`src/rtl/rx_pkg.sv`:
```
package rx_pkg;
  localparam int MAX_DATA_BITS = 9;
  localparam int IDX_W = $clog2(MAX_DATA_BITS + 1);

  typedef struct packed {
    logic             startSeen;
    logic             startOk;
    logic             falseStart;
    logic             takeData;
    logic [IDX_W-1:0] dataIdx;
    logic             frameEnd;
    logic             idleHit;
  } rxStrobe_t;
endpackage

```
`src/rtl/rx_ctrl.sv`:
```
module rx_ctrl
  import rx_pkg::*;
#(
  parameter int SAMPLES_PER_BIT = 16
) (
  input  logic      clk,
  input  logic      rstN,
  input  logic      tick,
  input  logic      sampleBit,
  input  logic      voteBit,
  input  logic      nineBit,
  input  logic      idleAfterStop,
  output rxStrobe_t strobes
);
  localparam int CW      = $clog2(SAMPLES_PER_BIT);
  localparam int VOTE_AT = SAMPLES_PER_BIT / 2 + 2;
  localparam int IDLE_W  = $clog2(MAX_DATA_BITS * SAMPLES_PER_BIT + 1);

  typedef enum logic [1:0] {ST_HUNT, ST_START, ST_DATA, ST_STOP} rxState_t;

  rxState_t          state;
  logic [CW-1:0]     cnt;
  logic [IDX_W-1:0]  bitIdx;
  logic              armed;
  logic [IDLE_W-1:0] idleCnt;
  logic              idleArmed;
  logic              atVote;
  logic              atEnd;
  logic              idleAllowed;
  logic [IDX_W-1:0]  dataBits;
  logic [IDLE_W-1:0] idleLimit;

  assign atVote    = (cnt == CW'(VOTE_AT - 1));
  assign atEnd     = (cnt == CW'(SAMPLES_PER_BIT - 1));
  assign dataBits  = nineBit ? IDX_W'(MAX_DATA_BITS) : IDX_W'(MAX_DATA_BITS - 1);
  assign idleLimit = nineBit ? IDLE_W'(MAX_DATA_BITS * SAMPLES_PER_BIT)
                             : IDLE_W'((MAX_DATA_BITS - 1) * SAMPLES_PER_BIT);
  assign idleAllowed = idleAfterStop ? (state == ST_HUNT) : (state != ST_START);

  always_comb begin
    strobes         = '0;
    strobes.dataIdx = bitIdx - IDX_W'(1);
    if (tick) begin
      case (state)
        ST_HUNT:  strobes.startSeen = armed && !sampleBit;
        ST_START: begin
          strobes.startOk    = atVote && !voteBit;
          strobes.falseStart = atVote && voteBit;
        end
        ST_DATA:  strobes.takeData = atVote;
        ST_STOP:  strobes.frameEnd = atVote;
        default:  ;
      endcase
    end
    strobes.idleHit = tick && idleArmed && idleAllowed && sampleBit &&
                      (idleCnt == idleLimit - IDLE_W'(1));
  end

  always_ff @(posedge clk or negedge rstN) begin
    if (!rstN) begin
      state     <= ST_HUNT;
      cnt       <= '0;
      bitIdx    <= '0;
      armed     <= 1'b0;
      idleCnt   <= '0;
      idleArmed <= 1'b0;
    end else if (tick) begin
      cnt <= atEnd ? '0 : cnt + 1'b1;
      case (state)
        ST_HUNT: begin
          if (sampleBit) begin
            armed <= 1'b1;
          end else if (armed) begin
            state <= ST_START;
            cnt   <= CW'(1);
          end
        end
        ST_START: begin
          if (atVote && voteBit) begin
            state <= ST_HUNT;
            armed <= 1'b1;
          end else if (atEnd) begin
            state  <= ST_DATA;
            bitIdx <= IDX_W'(1);
          end
        end
        ST_DATA: begin
          if (atEnd) begin
            if (bitIdx == dataBits) state <= ST_STOP;
            else bitIdx <= bitIdx + IDX_W'(1);
          end
        end
        ST_STOP: begin
          if (atVote) begin
            state <= ST_HUNT;
            armed <= voteBit;
          end
        end
        default: state <= ST_HUNT;
      endcase
      if (!idleAllowed || !sampleBit) idleCnt <= '0;
      else if (idleCnt != idleLimit) idleCnt <= idleCnt + IDLE_W'(1);
      if (strobes.startSeen) idleArmed <= 1'b1;
      else if (strobes.idleHit) idleArmed <= 1'b0;
    end
  end
endmodule

```
`src/rtl/rx_datapath.sv`:
```
module rx_datapath
  import rx_pkg::*;
(
  input  logic       clk,
  input  logic       rstN,
  input  logic       tick,
  input  logic       rxPin,
  input  logic       txLoopData,
  input  logic       txPinOut,
  input  logic       loopEn,
  input  logic       loopSrc,
  input  logic       nineBit,
  input  logic       parityEn,
  input  logic       parityOdd,
  input  logic       wakeByAddr,
  input  logic       sleepSet,
  input  logic       readStrobe,
  input  rxStrobe_t  strobes,
  output logic       sampleBit,
  output logic       voteBit,
  output logic [MAX_DATA_BITS-1:0] rxData,
  output logic       fullFlag,
  output logic       overrunFlag,
  output logic       noiseFlag,
  output logic       frameErr,
  output logic       parityErr,
  output logic       idleFlag,
  output logic       rxActive,
  output logic       sleeping,
  output logic       rxReq
);
  logic                     srcBit;
  logic [1:0]               syncQ;
  logic [1:0]               win;
  logic                     voteNoisy;
  logic                     noiseAcc;
  logic [MAX_DATA_BITS-1:0] dataBuf;
  logic [MAX_DATA_BITS-1:0] field;
  logic                     addrBit;
  logic                     parMis;
  logic                     wakeNow;
  logic                     accept;
  logic                     fullAfterRead;
  logic                     anyVote;

  assign srcBit    = loopEn ? (loopSrc ? txPinOut : txLoopData) : rxPin;
  assign sampleBit = syncQ[1];
  assign voteBit   = (win[1] & win[0]) | (win[1] & sampleBit) | (win[0] & sampleBit);
  assign voteNoisy = !((win[1] == win[0]) && (win[0] == sampleBit));
  assign anyVote   = strobes.startOk | strobes.takeData | strobes.frameEnd;

  assign field   = nineBit ? dataBuf : {1'b0, dataBuf[MAX_DATA_BITS-2:0]};
  assign addrBit = nineBit ? dataBuf[MAX_DATA_BITS-1] : dataBuf[MAX_DATA_BITS-2];
  assign parMis  = (^field) != parityOdd;

  assign wakeNow       = sleeping && strobes.frameEnd && wakeByAddr && addrBit;
  assign accept        = strobes.frameEnd && (!sleeping || wakeNow);
  assign fullAfterRead = fullFlag && !readStrobe;
  assign rxReq         = !sleeping && (fullFlag || overrunFlag || idleFlag);

  always_ff @(posedge clk or negedge rstN) begin
    if (!rstN) begin
      syncQ    <= 2'b11;
      win      <= 2'b11;
      noiseAcc <= 1'b0;
      dataBuf  <= '0;
    end else begin
      syncQ <= {syncQ[0], srcBit};
      if (tick) win <= {win[0], sampleBit};
      if (strobes.startSeen) begin
        noiseAcc <= 1'b0;
        dataBuf  <= '0;
      end else begin
        if (anyVote && voteNoisy) noiseAcc <= 1'b1;
        if (strobes.takeData) dataBuf[strobes.dataIdx] <= voteBit;
      end
    end
  end

  always_ff @(posedge clk or negedge rstN) begin
    if (!rstN) begin
      rxData      <= '0;
      fullFlag    <= 1'b0;
      overrunFlag <= 1'b0;
      noiseFlag   <= 1'b0;
      frameErr    <= 1'b0;
      parityErr   <= 1'b0;
      idleFlag    <= 1'b0;
      rxActive    <= 1'b0;
      sleeping    <= 1'b0;
    end else begin
      if (readStrobe) begin
        fullFlag    <= 1'b0;
        overrunFlag <= 1'b0;
        noiseFlag   <= 1'b0;
        frameErr    <= 1'b0;
        parityErr   <= 1'b0;
        idleFlag    <= 1'b0;
      end
      if (accept) begin
        if (fullAfterRead) begin
          overrunFlag <= 1'b1;
        end else begin
          rxData    <= field;
          fullFlag  <= 1'b1;
          noiseFlag <= noiseAcc | voteNoisy;
          frameErr  <= !voteBit;
          parityErr <= parityEn && parMis;
        end
      end
      if (wakeNow) sleeping <= 1'b0;
      if (strobes.idleHit) begin
        rxActive <= 1'b0;
        if (sleeping && !wakeByAddr) sleeping <= 1'b0;
        else idleFlag <= 1'b1;
      end
      if (strobes.startSeen) rxActive <= 1'b1;
      if (sleepSet) sleeping <= 1'b1;
    end
  end
endmodule

```
`src/rtl/async_rx_core.sv`:
```
module async_rx_core
  import rx_pkg::*;
#(
  parameter int SAMPLES_PER_BIT = 16
) (
  input  logic       clk,
  input  logic       rstN,
  input  logic       sampleTick,
  input  logic       rxPin,
  input  logic       txLoopData,
  input  logic       txPinOut,
  input  logic       loopEn,
  input  logic       loopSrc,
  input  logic       nineBit,
  input  logic       parityEn,
  input  logic       parityOdd,
  input  logic       wakeByAddr,
  input  logic       idleAfterStop,
  input  logic       sleepSet,
  input  logic       readStrobe,
  output logic [8:0] rxData,
  output logic       fullFlag,
  output logic       overrunFlag,
  output logic       noiseFlag,
  output logic       frameErr,
  output logic       parityErr,
  output logic       idleFlag,
  output logic       rxActive,
  output logic       sleeping,
  output logic       rxReq
);
  rxStrobe_t strobes;
  logic      sampleBit;
  logic      voteBit;

  rx_ctrl #(.SAMPLES_PER_BIT(SAMPLES_PER_BIT)) i_ctrl (
    .clk(clk), .rstN(rstN), .tick(sampleTick), .sampleBit(sampleBit),
    .voteBit(voteBit), .nineBit(nineBit), .idleAfterStop(idleAfterStop),
    .strobes(strobes)
  );

  rx_datapath i_dp (
    .clk(clk), .rstN(rstN), .tick(sampleTick), .rxPin(rxPin),
    .txLoopData(txLoopData), .txPinOut(txPinOut), .loopEn(loopEn),
    .loopSrc(loopSrc), .nineBit(nineBit), .parityEn(parityEn),
    .parityOdd(parityOdd), .wakeByAddr(wakeByAddr), .sleepSet(sleepSet),
    .readStrobe(readStrobe), .strobes(strobes), .sampleBit(sampleBit),
    .voteBit(voteBit), .rxData(rxData), .fullFlag(fullFlag),
    .overrunFlag(overrunFlag), .noiseFlag(noiseFlag), .frameErr(frameErr),
    .parityErr(parityErr), .idleFlag(idleFlag), .rxActive(rxActive),
    .sleeping(sleeping), .rxReq(rxReq)
  );
endmodule

```
`config.mk`:
```
export PLATFORM = sky130hd
export DESIGN_NAME = async_rx_core
export DESIGN_NICKNAME = d
export VERILOG_FILES = /design/src/rtl/rx_pkg.sv /design/src/rtl/rx_ctrl.sv /design/src/rtl/rx_datapath.sv /design/src/rtl/async_rx_core.sv
export SDC_FILE = /design/constraint.sdc
export NUM_CORES = 1
export LEC_CHECK = 0
export BUFFER_PORTS_ARGS = -buffer_cell sky130_fd_sc_hd__clkbuf_2
export CAP_MARGIN = 20
export CORE_UTILIZATION = 55
export CTS_BUF_LIST = sky130_fd_sc_hd__clkbuf_4 sky130_fd_sc_hd__clkbuf_8
export DETAILED_ROUTE_END_ITERATION = 10
export PLACE_DENSITY = 0.86
export SYNTH_ARGS = -nofsm -noshare
export SYNTH_HDL_FRONTEND = slang
export SYNTH_HIERARCHICAL = 1
export SYNTH_SLANG_ARGS = --single-unit
export TNS_END_PERCENT = 50
```
`constraint.sdc`:
```
create_clock -name clk -period 5.55 [get_ports clk]
set_clock_uncertainty 0.1 [all_clocks]
set_input_delay 1.11 -clock clk [delete_from_list [all_inputs] [get_ports clk]]
set_output_delay 1.11 -clock clk [all_outputs]
set_load 0.01 [all_outputs]
```
==> metrics.csv, run 1 <==
stage,metric,value,unit
place,gp weighted congestion,0.8710,
clock_network,worst-skew pair later-pin latency,0.30,ns
die,chip width,74.95,um
min_path,HP Class,reg2reg,
global_routing,total global routing overflow,0,
place,detailed placement HPWL,4.189,mm
sta,FMAX,0.3397,GHz
finish,Area Overhead vs Synth,9.833,%
routing,via density per instance,5.692,
die,Die ar.,0.005617,sq mm
global_routing,vias in the first global route,2063,
sta,Max transition margin,36.35,%
die,Starting Density,57.30,%
sta,actual slew at the worst max-slew pin,0.9547,ns
finish,fill count,411,
clock_network,post_cts resized,0,
outcome,status,completed,
critical_path,CP Launch Type,input pin,
clock_network,# hold bufs at CTS,0,
synth,Yosys warnings,6,
critical_path,critical path class,in2reg,
routing,initial DRC count,169,
sta,period utilization,53.05,%
sta,Fin. Hold Viols,0,
global_routing,gr usage total,22.65,%
synth,Cells after Synth,282,
critical_path,Critical Path RT,5.65,ns
sta,Final Critical Period,2.944,ns
finish,"commonest non-fill, non-tap cell in the layout",dfrtp_1,
finish,most frequent cells in the layout,"47 x dfrtp_1, 32 x clkbuf_2, 27 x nor2_1, 20 x inv_1, 16 x mux2i_1",
flow_run,number of max-cap violations,0,
pwr,"IR drop worst, VDD",127.3,uV
synth,syn_nets,310,
clock_network,clk sinks,51,
clock_network,Inserted Clock Buffers,5,
routing,Post-route DRC,0,
synth,Synth Cell Area,0.002927,sq mm
die,Row Count,26,
routing,antenna-violating nets left,0,
critical_path,CP Data Arrival Time,3.04,ns
finish,share of cells above drive strength 1,20.77,%
finish,area taken by multi-input logic gates,0.001520,sq mm
place,number of port buffers,32,
critical_path,Worst path max stage delay,0.75,ns
sta,setup tns final,0,ns
clock_network,CTS tree,done,
critical_path,"critical path, cell by cell",clkbuf_2 -> and3_1 -> inv_1 -> a2111oi_4 -> mux2_2,
clock_network,Max clock buf depth,2,
global_routing,first-pass GRT wire length,9.591,mm
critical_path,Setup crit end kind,flop,
routing,length of the first detailed-routing pass in iterations,4,
critical_path,CP Max Fanout,21,
die,die height,74.95,um
clock_network,CTS Root Cell,clkbuf_8,
clock_network,number of setup buffers added after CTS,0,
routing,Avg WL per Cell,15.05,um
die,IO Pins,33,
finish,fin nets,341,
finish,Reg area,0.001281,sq mm
critical_path,Crit path max-delay family,compound AO/OA/AOI/OAI gates,
critical_path,slowest cell on the critical path,a2111oi_4,
synth,Post-Syn Area per Cell,10.38,sq um
sta,RSZ-0062 raised after global routing,false,
clock_network,Worst-path clk slew,0.09,ns
sta,Finish-stage setup viols,0,
critical_path,Buf/Inv on CP,2,
routing,total wire length,5.763,mm
finish,antenna cells,0,
global_routing,pin count of the biggest net entering global routing,52,
sta,Max Slew Vio Count,0,
pwr,PD cells,323.4,mW/mm^2
routing,vias,2180,
global_routing,antenna violations before repair,0,
finish,utilization after layout,62.93,%
die,Core Region,0.005107,sq mm
pwr,LEAKAGE,1.571,nW
clock_network,H-tree lvl count,2,
-- metal layers --
layer	wire [um]	GRT usage [%]	share of wire [%]
met4	80	6.918	1.4
met5	0	0	0
met3	219	4.418	3.8
met2	2859	38.74	50
met1	2603	29.11	45
-- worst paths after layout --
kind / from / to / slack, ns / cells past startpoint
setup / recovery: sampleTick / i_dp/rxData[7]$_DFFE_PN0P_ / 2.61 / 5
hold / removal: i_dp/syncQ[0]$_DFF_PN1_ / i_dp/syncQ[1]$_DFF_PN1_ / 0.27 / 0
setup reg to reg: i_ctrl/cnt[1]$_DFFE_PN0P_ / i_dp/rxData[7]$_DFFE_PN0P_ / 2.81 / 7
hold reg to reg: i_dp/syncQ[0]$_DFF_PN1_ / i_dp/syncQ[1]$_DFF_PN1_ / 0.27 / 0
max in group asynchronous: rstN / asynchronous set/reset pin / 4.11 / 2
min in group asynchronous: rstN / i_dp/overrunFlag$_DFF_PN0_ / 0.80 / 2
-- where the power goes --
part / internal, mW / leakage (nW) / switching (mW)
combinational: 0.142 / 0.869 / 0.203
clock: 0.0865 / 0.0440 / 0.122
sequential: 0.422 / 0.658 / 0.0647
-- area by class of cell --
cell class	instances	share of cell area [%]
clock inverters	2	0.4282
flip-flops and latches	51	39.86
well taps	70	2.725
multi-input cells	202	47.29
clock buffers	5	2.141
inverters	20	2.336
repair buffers	33	5.216
-- state kept, by name, summed over array words and instances (netlist names), 2 cells and up, named ones only --
| name | flops |
|---|---|
| i_dp/syncQ | 2 |
| i_dp/rxData | 9 |
| i_ctrl/cnt | 4 |
| i_ctrl/bitIdx | 4 |
| i_dp/dataBuf | 9 |
| i_ctrl/idleCnt | 8 |
| i_dp/win | 2 |
-- stage by stage --
step | hold slack, ns | power (mW) | cells | area (sq um) | worst slack (ns)
after floorplan | 0.2452 | 0.7400 | 282 | 2927 | 2.677
after global placement | 0.2456 | 0.8122 | 376 | 3132 | 2.394
after detailed placement | 0.2551 | 0.8335 | 376 | 3132 | 2.309
after CTS | 0.2751 | 1.041 | 383 | 3214 | 2.644
after global routing | 0.2824 | 1.120 | 383 | 3214 | 2.496
final | 0.2703 | 1.040 | 383 | 3214 | 2.606
Note: power is estimated with default switching activity, not from simulation.
==> run 2: changes to the inputs <==
- ABC_AREA: unset -> 1
- PLACE_DENSITY: 0.86 -> 0.88
- clock period: 5.55 -> 2.4 ns (I/O delays scaled with it)
==> metrics.csv, run 2 <==
stage,metric,value,unit,change
outcome,status,completed,,
critical_path,Critical Path RT,2.50,ns,-3.15 ns
die,IO Pins,33,,unchanged
finish,"commonest non-fill, non-tap cell in the layout",nand2_1,,
global_routing,first-pass GRT wire length,11.35,mm,+18%
critical_path,Crit path max-delay family,flip-flops,,
pwr,Pint,1.905,mW,+190%
clock_network,Max clock buf depth,2,,unchanged
finish,utilization after layout,63.93,%,+1.0 points
pwr,register share of total power,37.5,%,-9.3 points
finish,antenna cells,0,,unchanged
clock_network,clk sinks,51,,unchanged
sta,setup tns final,0,ns,unchanged
synth,Cells after Synth,425,,+51%
sta,period utilization,82.92,%,
finish,post-route insts no fill,531,,+39%
clock_network,Inserted Clock Buffers,5,,unchanged
place,number of port buffers,32,,unchanged
critical_path,Worst path max stage delay,0.48,ns,-0.27 ns
critical_path,Setup crit end kind,flop,,
sta,WHS,0.1636,ns,-0.1067 ns
critical_path,Buf/Inv on CP,3,,+1
sta,Max Slew Vio Count,0,,unchanged
pwr,Switching Power,1.342,mW,+240%
sta,Fin. Hold Viols,0,,unchanged
critical_path,CP Data Arrival Time,2.09,ns,-0.95 ns
global_routing,pin count of the biggest net entering global routing,52,,unchanged
routing,Top Metal Used,met4,,
pwr,Sw Ratio,41.32,%,+3.8 points
clock_network,Worst-path clk slew,0.10,ns,about the same
die,die height,78.27,um,+4.4%
clock_network,H-tree lvl count,2,,unchanged
critical_path,worst r2r src,i_ctrl/state[0]$_DFFE_PN0P_,,
synth,Post-Syn Area per Cell,7.528,sq um,-27%
routing,wl on met1,2.680,mm,+3.0%
routing,length of the first detailed-routing pass in iterations,6,,+2
routing,via density per instance,5.226,,-8.2%
pwr,Clock power frac,21.7,%,+1.7 points
critical_path,slowest cell on the critical path,dfrtp_1,,
critical_path,critical path class,reg2reg,,
finish,fill count,486,,+18%
pwr,LEAKAGE,1.870,nW,+19%
finish,share of cells above drive strength 1,17.86,%,-2.9 points
synth,Synth Cell Area,0.003199,sq mm,+9.3%
routing,antenna-violating nets left,0,,unchanged
clock_network,# hold bufs at CTS,0,,unchanged
die,Row Count,27,,+3.8%
sta,FMAX,0.5025,GHz,
sta,RSZ-0062 raised after global routing,false,,
clock_network,number of setup buffers added after CTS,0,,unchanged
finish,most frequent cells in the layout,"115 x nand2_1, 58 x inv_1, 47 x dfrtp_1, 40 x nor2_1, 32 x clkbuf_2",,
clock_network,worst-skew pair later-pin latency,0.31,ns,about the same
die,Starting Density,57.75,%,+0.45 points
routing,initial DRC count,213,,+26%
die,chip width,78.27,um,+4.4%
place,gp weighted congestion,0.8852,,+1.6%
clock_network,CTS Root Cell,clkbuf_8,,
synth,syn_nets,453,,+46%
critical_path,"Top cell by count, worst path",inv_1,,
routing,vias,2775,,+27%
min_path,HP Class,in2async,,
sta,actual slew at the worst max-slew pin,0.6557,ns,-0.2990 ns
pwr,"IR drop worst, VDD",417.2,uV,+230%
flow_run,number of max-cap violations,0,,unchanged
critical_path,CP Launch Type,flop,,
place,detailed placement HPWL,4.919,mm,+17%
routing,WL met3,194,um,-11%
finish,fin nets,486,,+43%
critical_path,CP Max Fanout,10,,-52%
pwr,PD cells,916.7,mW/mm^2,+180%
die,Die ar.,0.006126,sq mm,+9.1%
sta,Final Critical Period,1.990,ns,
finish,Regs by FF count,"i_dp/dataBuf (9), i_dp/rxData (9), i_ctrl/idleCnt (8)",,
place,Cells after DPL,523,,+39%
sta,Max transition margin,56.29,%,+20 points
critical_path,"critical path, cell by cell",inv_1 -> ha_1 -> inv_1 -> nor2_1 -> buf_4 -> nand4_1 -> o21ai_0 -> a21oi_1,,
die,Core Region,0.005540,sq mm,+8.5%
global_routing,gr usage total,22.94,%,+0.28 points
critical_path,Worst Setup SP,i_ctrl/state[0]$_DFFE_PN0P_,,
clock_network,CTS tree,done,,
synth,Yosys warnings,6,,unchanged
routing,Post-route DRC,0,,unchanged
clock_network,post_cts resized,0,,unchanged
global_routing,antenna violations before repair,0,,unchanged
routing,total wire length,6.424,mm,+11%
sta,Finish-stage setup viols,0,,unchanged
routing,Avg WL per Cell,12.10,um,-20%
global_routing,vias in the first global route,2813,,+36%
routing,met2 wire len,3.427,mm,+20%
pwr,combinational power share,40.8,%,+7.6 points
finish,Area Overhead vs Synth,10.72,%,
global_routing,total global routing overflow,0,,unchanged
## run 2: final cells by class
type / count / area (sq um) / area share [%]
tap: 72 / 90.09 / 2.543
clock inverter: 3 / 67.56 / 1.907
multi-input combinational: 299 / 1598 / 45.11
inverter: 65 / 246.5 / 6.959
clock buffer: 5 / 68.82 / 1.943
timing repair buffer: 36 / 190.2 / 5.369
sequential: 51 / 1281 / 36.17
## run 2: through the flow
stage                     power [mW]  cell area (sq um)  worst slack (ns)
final                          3.247               3542            0.4100
after global routing           3.496               3542            0.2187
after CTS                      3.261               3542            0.4135
after detailed placement       2.544               3406            0.3485
after global placement         2.468               3406            0.4362
after floorplan                2.241               3199            0.5234
## run 2: final timing paths
check,endpoint,slack [ns],depth (start not counted)
worst min-delay path,i_dp/parityErr$_DFF_PN0_,0.16,2
min in group clk,i_dp/syncQ[0]$_DFF_PN1_,0.25,2
worst min register to register,i_dp/syncQ[1]$_DFF_PN1_,0.26,0
worst max register to register,i_dp/dataBuf[4]$_DFFE_PN0P_,0.41,8
max in group asynchronous,i_ctrl/cnt[1]$_DFFE_PN0P_,1.59,2
worst max-delay path,i_dp/dataBuf[4]$_DFFE_PN0P_,0.41,8
## run 2: worst reg2reg max path, cell delays in order, from the launching register on
cell	delay (ns)
dfrtp_1	0.48
inv_1	0.14
ha_1	0.36
inv_1	0.14
nor2_1	0.12
buf_4	0.16
nand4_1	0.12
o21ai_0	0.21
a21oi_1	0.06
## run 2: power by group through the flow
stage               clock network [mW]  registers, mW  logic, mW
global placement                     0           1.22       1.25
detailed placement                   0           1.23       1.31
floorplan                            0           1.17       1.07
finish                           0.704           1.22       1.32
global route                     0.747           1.25       1.50
CTS                              0.721           1.22       1.32
## run 2: routing by layer
layer	vias to the layer above	GRT usage [%]
met4	0	8.704
met5	-	0
li1	1411	-
met1	1294	23.97
met3	14	4.419
met2	56	44.65
==> run 3: changes to the inputs <==
- PLACE_DENSITY: 0.88 -> 0.85
- clock period: 2.4 -> 2 ns (I/O delays scaled with it)
==> metrics.csv, run 3 (same netlist as run 2, synthesis figures left out) <==
stage,metric,value,unit,change
pwr,PD cells,1059,mW/mm^2,+16%
clock_network,number of setup buffers added after CTS,0,,unchanged
sta,Finish-stage setup viols,0,,unchanged
routing,vias,2779,,+0.14%
sta,Max transition margin,74.09,%,+18 points
global_routing,pin count of the biggest net entering global routing,52,,unchanged
pwr,Switching Power,1.630,mW,+22%
pwr,Pwr Total,3.832,mW,+18%
flow_run,number of max-cap violations,0,,unchanged
pwr,Clock power frac,19.2,%,-2.5 points
clock_network,Inserted Clock Buffers,5,,unchanged
place,gp weighted congestion,0.9422,,+6.4%
sta,actual slew at the worst max-slew pin,0.3857,ns,-0.2700 ns
place,number of port buffers,32,,unchanged
clock_network,worst-skew pair later-pin latency,0.31,ns,about the same
clock_network,Max clock buf depth,2,,unchanged
global_routing,total global routing overflow,0,,unchanged
min_path,HP Class,in2reg,,
outcome,status,completed,,
finish,share of cells above drive strength 1,20.17,%,+2.3 points
global_routing,first-pass GRT wire length,11.73,mm,+3.3%
routing,Avg WL per Cell,12.58,um,+4.0%
routing,Post-route DRC,0,,unchanged
sta,Max Slew Vio Count,0,,unchanged
pwr,Sw Ratio,42.53,%,+1.2 points
die,Core Region,0.005540,sq mm,unchanged
critical_path,Critical Path RT,2.10,ns,-0.40 ns
routing,via density per instance,5.165,,-1.2%
die,IO Pins,33,,unchanged
sta,Fin. Hold Viols,0,,unchanged
pwr,"IR drop worst, VDD",584.6,uV,+40%
place,dpl ws,0.07302,ns,-0.2755 ns
global_routing,antenna violations before repair,0,,unchanged
routing,initial DRC count,155,,-27%
sta,RSZ-0062 raised after global routing,true,,
critical_path,CP Launch Type,flop,,
finish,most frequent cells in the layout,"115 x nand2_1, 58 x inv_1, 45 x dfrtp_1, 39 x nor2_1, 32 x clkbuf_2",,
finish,"commonest non-fill, non-tap cell in the layout",nand2_1,,
critical_path,Setup crit end kind,flop,,
sta,Final Critical Period,1.908,ns,-0.08177 ns
routing,length of the first detailed-routing pass in iterations,5,,-1
sta,setup ws final,0.09179,ns,-0.3182 ns
finish,Area Overhead vs Synth,13.10,%,
die,chip width,78.27,um,unchanged
finish,antenna cells,0,,unchanged
clock_network,CTS Root Cell,clkbuf_8,,
sta,WHS,0.1622,ns,-0.001430 ns
routing,antenna-violating nets left,0,,unchanged
finish,fin nets,493,,+1.4%
clock_network,CTS tree,done,,
critical_path,CP Data Arrival Time,2.01,ns,-0.08 ns
sta,FMAX,0.5241,GHz,+4.3%
critical_path,CP Max Fanout,6,,-4
die,die height,78.27,um,unchanged
global_routing,gr usage total,24.13,%,+1.2 points
die,Starting Density,57.75,%,unchanged
pwr,combinational power share,42.6,%,+1.8 points
global_routing,vias in the first global route,2749,,-2.3%
die,Die ar.,0.006126,sq mm,unchanged
pwr,LEAKAGE,1.886,nW,+0.84%
routing,total wire length,6.767,mm,+5.3%
die,Row Count,27,,unchanged
clock_network,H-tree lvl count,2,,unchanged
pwr,Pint,2.202,mW,+16%
place,detailed placement HPWL,4.972,mm,+1.1%
clock_network,Worst-path clk slew,0.10,ns,about the same
finish,Regs by FF count,"i_dp/dataBuf (9), i_dp/rxData (9), i_ctrl/idleCnt (8)",,
sta,period utilization,95.41,%,+12 points
pwr,register share of total power,38.2,%,+0.7 points
critical_path,critical path class,reg2reg,,
clock_network,clk sinks,51,,unchanged
-- run 3: cell count changes in the layout (fill, tap and decap cells not counted), moves of 2 or more --
cell,previous run,this run
buf_4,4,7
dfrtp_1,47,45
ha_1,13,11
dfrtp_2,0,2
ha_2,0,2
-- run 3: final timing paths --
path,start,end,slack (ns),cells past startpoint
setup / recovery,i_ctrl/cnt[1]$_DFFE_PN0P_,i_dp/rxData[4]$_DFFE_PN0P_,0.09,9
hold / removal,loopEn,i_dp/syncQ[0]$_DFF_PN1_,0.16,2
setup reg to reg,i_ctrl/cnt[1]$_DFFE_PN0P_,i_dp/rxData[4]$_DFFE_PN0P_,0.09,9
hold reg to reg,i_dp/syncQ[0]$_DFF_PN1_,i_dp/syncQ[1]$_DFF_PN1_,0.26,0
max in group asynchronous,rstN,i_dp/syncQ[1]$_DFF_PN1_,0.98,3
min in group asynchronous,rstN,i_dp/parityErr$_DFF_PN0_,0.51,3
-- run 3: metal layers --
layer / GRT usage, % / vias to the layer above / routed length, um
li1: - / 1416 / -
met1: 28.82 / 1291 / 2962
met2: 42.81 / 59 / 3454
met3: 3.953 / 13 / 215
met4: 10.19 / 0 / 134
met5: 0 / - / 0
-- run 3: timing repair --
item,4_1_cts,5_1_grt
hold buffers,1,0
setup endpoints to repair,0,22
hold endpoints to repair,47,0
gates resized for setup,0,8
-- run 3: cell type report --
cell class | instances | area [sq um]
fill | 469 | 1922
multi-input combinational | 301 | 1642
sequential | 51 | 1284
inverter | 65 | 246.5
timing repair buffer | 41 | 242.7
tap | 72 | 90.09
clock buffer | 6 | 76.32
clock inverter | 2 | 37.54
-- run 3: power groups by stage --
stage | clock (mW) | combinational [mW] | sequential, mW
after CTS | 0.752 | 1.60 | 1.46
final | 0.736 | 1.63 | 1.46
after floorplan | 0 | 1.28 | 1.41
after global placement | 0 | 1.51 | 1.46
after detailed placement | 0 | 1.59 | 1.47
after global routing | 0.792 | 1.86 | 1.50
-- run 3: per-stage QoR --
step / utilization, % / cell area (sq um) / instances / TNS (ns)
after detailed placement: 62.24 / 3448 / 527 / 0
final: 65.31 / 3618 / 538 / 0
after floorplan: - / 3199 / 425 / 0
after global placement: 62.24 / 3448 / 527 / 0
after global routing: 65.31 / 3618 / 538 / -0.2470
after CTS: 64.48 / 3572 / 536 / 0
-- run 3: critical path, cell delays in order (launching register included) --
cell and delay (ns):
dfrtp_1 0.40, inv_1 0.08, ha_2 0.20, nand4_1 0.16, nor2_2 0.22, nand3_1 0.15, nand2_4 0.15, nand3_2 0.17
nand2_1 0.10, o21ai_1 0.07
